<file path="config.mk">
export PLATFORM = sky130hd
export DESIGN_NAME = dma_mode_pick
export DESIGN_NICKNAME = d
export VERILOG_FILES = /design/src/rtl/dma_mode_pick.sv
export SDC_FILE = /design/constraint.sdc
export NUM_CORES = 1
export LEC_CHECK = 0
export BUFFER_PORTS_ARGS = -buffer_cell sky130_fd_sc_hd__buf_2
export CORE_ASPECT_RATIO = 0.7
export CORE_MARGIN = 8
export CORE_UTILIZATION = 35
export CTS_CLUSTER_DIAMETER = 120
export DETAILED_ROUTE_END_ITERATION = 12
export HOLD_SLACK_MARGIN = 0.06
export PLACE_DENSITY = 0.76
export RECOVER_POWER = 50
export SLEW_MARGIN = 0
export SYNTH_ARGS = -nofsm -noshare
export SYNTH_HDL_FRONTEND = slang
export SYNTH_SLANG_ARGS = --single-unit
export TNS_END_PERCENT = 100
</file>
<file path="constraint.sdc">
create_clock -name clk -period 0.8 [get_ports clk]
set_input_delay 0.12 -clock clk [delete_from_list [all_inputs] [get_ports clk]]
set_output_delay 0.12 -clock clk [all_outputs]
set_load 0.03 [all_outputs]
</file>
<file path="src/rtl/dma_mode_pick.sv">
module dma_mode_pick #(
  parameter int UW = 7,
  parameter int MW = 3,
  parameter int SW = 3,
  parameter logic [7:0] U_BASE = 8'h40,
  parameter logic [7:0] M_BASE = 8'h20,
  parameter logic [7:0] S_BASE = 8'h10,
  parameter int U_SLOW = 3
) (
  input  logic          clk,
  input  logic          rst_n,
  input  logic          start,
  input  logic [7:0]    req_mode,
  input  logic          id_ultra_ok,
  input  logic          id_mw_ok,
  input  logic [UW-1:0] id_ultra_sup,
  input  logic [7:0]    id_ultra_act,
  input  logic [MW-1:0] id_mw_sup,
  input  logic [7:0]    id_mw_act,
  input  logic [SW-1:0] id_sw_sup,
  input  logic [7:0]    id_sw_act,
  input  logic [7:0]    id_sw_legacy,
  input  logic [UW-1:0] host_ultra_mask,
  input  logic [MW-1:0] host_mw_mask,
  input  logic [SW-1:0] host_sw_mask,
  input  logic          cable80,
  input  logic          is_disk,
  input  logic          no_atapi_dma,
  output logic [7:0]    mode_out,
  output logic          mode_valid,
  output logic          bad_identify
);
  localparam logic [UW-1:0] U_KEEP = UW'((1 << U_SLOW) - 1);
  localparam logic [7:0] U_CABLE_LIM = U_BASE + 8'(U_SLOW - 1);

  function automatic logic [7:0] hi_idx(input logic [7:0] m);
    hi_idx = 8'd0;
    for (int i = 0; i < 8; i++)
      if (m[i]) hi_idx = 8'(i);
  endfunction

  logic [UW-1:0] u_raw, u_mask;
  logic [MW-1:0] m_mask;
  logic [SW-1:0] s_leg, s_mask;
  logic          bad, block;
  logic [7:0]    pick, res;

  assign u_raw  = host_ultra_mask & id_ultra_sup;
  assign u_mask = (req_mode > U_CABLE_LIM && !cable80) ? (u_raw & U_KEEP) : u_raw;
  assign m_mask = host_mw_mask & id_mw_sup;
  assign s_leg  = (id_sw_legacy != 8'd0 && id_sw_legacy <= 8'd2)
                  ? SW'((8'd2 << id_sw_legacy) - 8'd1) : '0;
  assign s_mask = id_mw_ok ? (host_sw_mask & id_sw_sup) : (host_sw_mask & s_leg);

  assign bad = id_ultra_ok ? (id_ultra_act != 8'd0 && id_mw_act != 8'd0)
             : id_mw_ok    ? (id_mw_act != 8'd0 && id_sw_act != 8'd0)
             : 1'b0;
  assign block = bad || (!is_disk && no_atapi_dma);

  always_comb begin
    pick = 8'd0;
    if (!block) begin
      if (id_ultra_ok && req_mode >= U_BASE && u_mask != '0)
        pick = U_BASE + hi_idx(8'(u_mask));
      else if (id_mw_ok && req_mode >= M_BASE && m_mask != '0)
        pick = M_BASE + hi_idx(8'(m_mask));
      else if (req_mode >= S_BASE && s_mask != '0)
        pick = S_BASE + hi_idx(8'(s_mask));
    end
  end

  assign res = (pick < req_mode) ? pick : req_mode;

  always_ff @(posedge clk or negedge rst_n) begin
    if (!rst_n) begin
      mode_out     <= 8'd0;
      mode_valid   <= 1'b0;
      bad_identify <= 1'b0;
    end else begin
      mode_valid <= start;
      if (start) begin
        mode_out     <= (pick == 8'd0) ? 8'd0 : res;
        bad_identify <= bad;
      end
    end
  end
endmodule

</file>
==> metrics.cfg <==
[sta]
setup_ws_ns = -2.18
setup_violations = 18
fin_tns_setup_ns = -16.23
worst-slew-pin-transition_ns = 0.977
clock.fmax_mhz = 336
fin_crit_ns = 2.98
whs_ns = 0.281
finalHoldViolations = 0
rsz0062_at_grt = true
relSlewSlack = 0.343
drv_slew = 0
clock_skew_ns = 0
fin_crit_sh = 3.72

[drt]
routed.top_layer = met4
postRouteWirelength_mm = 5.62
dr_wl_met3_um = 664
wl_met2_mm = 2.74
first_pass_iters = 4
ant_nets = 0
drc = 0
wl_per_cell_um = 18.4
routed_via_density = 5.38
m1WireLength_mm = 2.03
vias = 1642
first_iter_violations = 133

[critical_path]
r2r_slack_ns = -0.08
reg2reg_depth = 3
crit_fanout = 7
critPathLaunchType = input port
cp.arrival_ns = 3.11
critPathRequiredTime_ns = 0.94
critical_path_class = input port to flop
endpoint_kind = flop

[cts]
clock_latency_ns = 0.24
h-tree-depth = 1
cts.sinks = 10
cts.path.max_buffers = 2
cts_buffers = 3
cts_tree = built
root_buffer = clkbuf_8
path_clk_slew_ns = 0.05

[grt]
grt_max_degree = 11
grt.total_usage = 0.198
grt_pass1_wl_mm = 7.53
grt_pass1_vias = 1646
antenna_found_initial = 0
gr-total-overflow = 0

[pwr]
ir_drop_v = 0.000921
p_leak_nw = 1.16
power_density_nw_per_um2 = 867

[finish]
diodes = 0
fin_nets = 349
final_area_um2 = 2210
syn_to_final_growth_pct = 109
regArea_um2 = 250
final_cells = 305
drive_above_1_share = 0.632
fill_cells = 177
multi_input_area_um2 = 878

[synth]
synth-seq-cells = 10
synthArstFlopShare = 1.00
synth_area_um2 = 1060
syn_avg_cell_area_um2 = 8.62
synth_edf_count = 0
yosys_warnings = 0
postSynthNetCount = 202
ys_seq_area_frac = 0.236
synthCells = 123
ys.flop_type = dfrtp_1
synth.distinct_cells = 49

[min_path]
hp-class = input port to asynchronous set/reset pin

[place]
place_congestion = 0.835
numPlacedInstances = 287
dpl_cell_area_um2 = 1880
dp.final_hpwl_mm = 3.88
port_buffers = 83

[floorplanning]
initial_core_util = 0.373
core_area_um2 = 2840
die-area_um2 = 5070
die_h_um = 62.0
io_pins = 84
rows = 16
die_w_um = 81.8

[outcome]
failed_checks = negative setup slack
status = complete, but fails checks

[run]
cap_violations = 0

[cells in the mapped netlist, drive strengths merged (2+ instances only)]
library cell  instances  share of area
ha                    5          0.059
a21oi                 3          0.014
nor4                  4          0.024
dfrtp                10           0.24
a31oi                 5          0.030
o21a                  2          0.014
nand2b                2          0.012
and2                  4          0.024
mux2i                 4          0.038
o2bb2ai               6          0.055
o21ai                 8          0.041
a222oi                2          0.019
nand3                 2         0.0094
inv                   9          0.032
or4                   3          0.025
a21o                  3          0.022
nand2                12          0.042
nor2b                 3          0.018
nor3                  4          0.019
o41ai                 2          0.034
nor2                  8          0.028
[registers in the layout, indices dropped and copies added (netlist names)]
| signal | count |
|---|---|
| mode_out | 8 |
| bad_identify | 1 |
| mode_valid | 1 |
[critical path: stages]
cell,delay (ns)
buf_6,0.10
or4_4,0.54
a211oi_4,0.20
o21ai_2,0.09
a2111o_1,0.51
inv_2,0.12
a32o_2,0.21
ha_4,0.20
o21a_1,0.17
o21ai_2,0.15
o21ai_2,0.10
o41ai_4,0.06
buf_6,0.19
mux2i_2,0.28
o2bb2ai_2,0.08
[final timing paths]
check,start,endpoint
worst max-delay path,req_mode[5],mode_out[1]$_DFFE_PN0P_
worst min-delay path,rst_n,mode_out[0]$_DFFE_PN0P_
min in group clk,start,mode_valid$_DFF_PN0_
worst min register to register,mode_out[6]$_DFFE_PN0P_,mode_out[6]$_DFFE_PN0P_
max in group asynchronous,rst_n,bad_identify$_DFFE_PN0P_
worst max register to register,mode_out[4]$_DFFE_PN0P_,mode_out[4]$_DFFE_PN0P_
[logic make-up after synthesis]
group	Yosys count	share of synthesized area
muxes	5	0.0484
xor gates and xnor gates	1	0.00827
buffers and inverters	9	0.0319
and+or+nand+nor	50	0.260
AOI/OAI and AO/OA	43	0.357
adders and majority gates	5	0.0590
DFF	10	0.236
[placed cells by master, fill, tap and decap left out, types with 3 or more instances in the layout]
cell type,netlist,routed
a31oi_1,5,4
and2_1,4,4
buf_2,0,68
buf_4,0,55
buf_6,0,16
clkbuf_8,0,4
dfrtp_1,10,10
ha_1,5,4
inv_1,9,8
mux2i_1,4,3
nand2_1,12,12
nor2_1,8,6
nor3_2,0,3
nor4_1,4,4
o21ai_0,6,5
o21ai_2,1,3
o2bb2ai_1,5,4
[power by group]
group          internal (W)  total (W)  switching [W]
clock              0.000435   0.000668       0.000233
sequential         0.000515   0.000522     0.00000706
combinational      0.000396   0.000731       0.000335
[metrics by stage]
step                       util  setup WS (ns)  power [W]
after global routing      0.779          -2.28    0.00202
after CTS                 0.742          -2.00    0.00187
after detailed placement  0.661          -2.38    0.00117
after floorplan               -          -2.01   0.000746
after global placement    0.661          -2.23    0.00115
final                     0.779          -2.18    0.00192
[repair_timing]
| action | CTS | global route |
|---|---|---|
| gates resized for setup | 30 | 11 |
| setup buffers | 6 | 8 |
| hold buffers | 1 | 0 |
| endpoints found under the hold margin | 10 | 0 |
| endpoints found under the setup margin | 18 | 18 |
| pin swaps | 4 | 8 |
[routing by layer]
| metal | global-route usage | up-vias |
|---|---|---|
| li1 | - | 773 |
| met1 | 0.212 | 750 |
| met2 | 0.336 | 99 |
| met3 | 0.0647 | 20 |
| met4 | 0.122 | 0 |
| met5 | 0 | - |
[cell type report]
cell class,count,area share
Timing Repair Buffer,142,0.430
Tap cell,36,0.0203
Multi-Input combinational cell,104,0.397
Inverter,9,0.0153
Sequential cell,10,0.113
Clock buffer,4,0.0249
No activity file was read; power rests on OpenSTA's default activity.
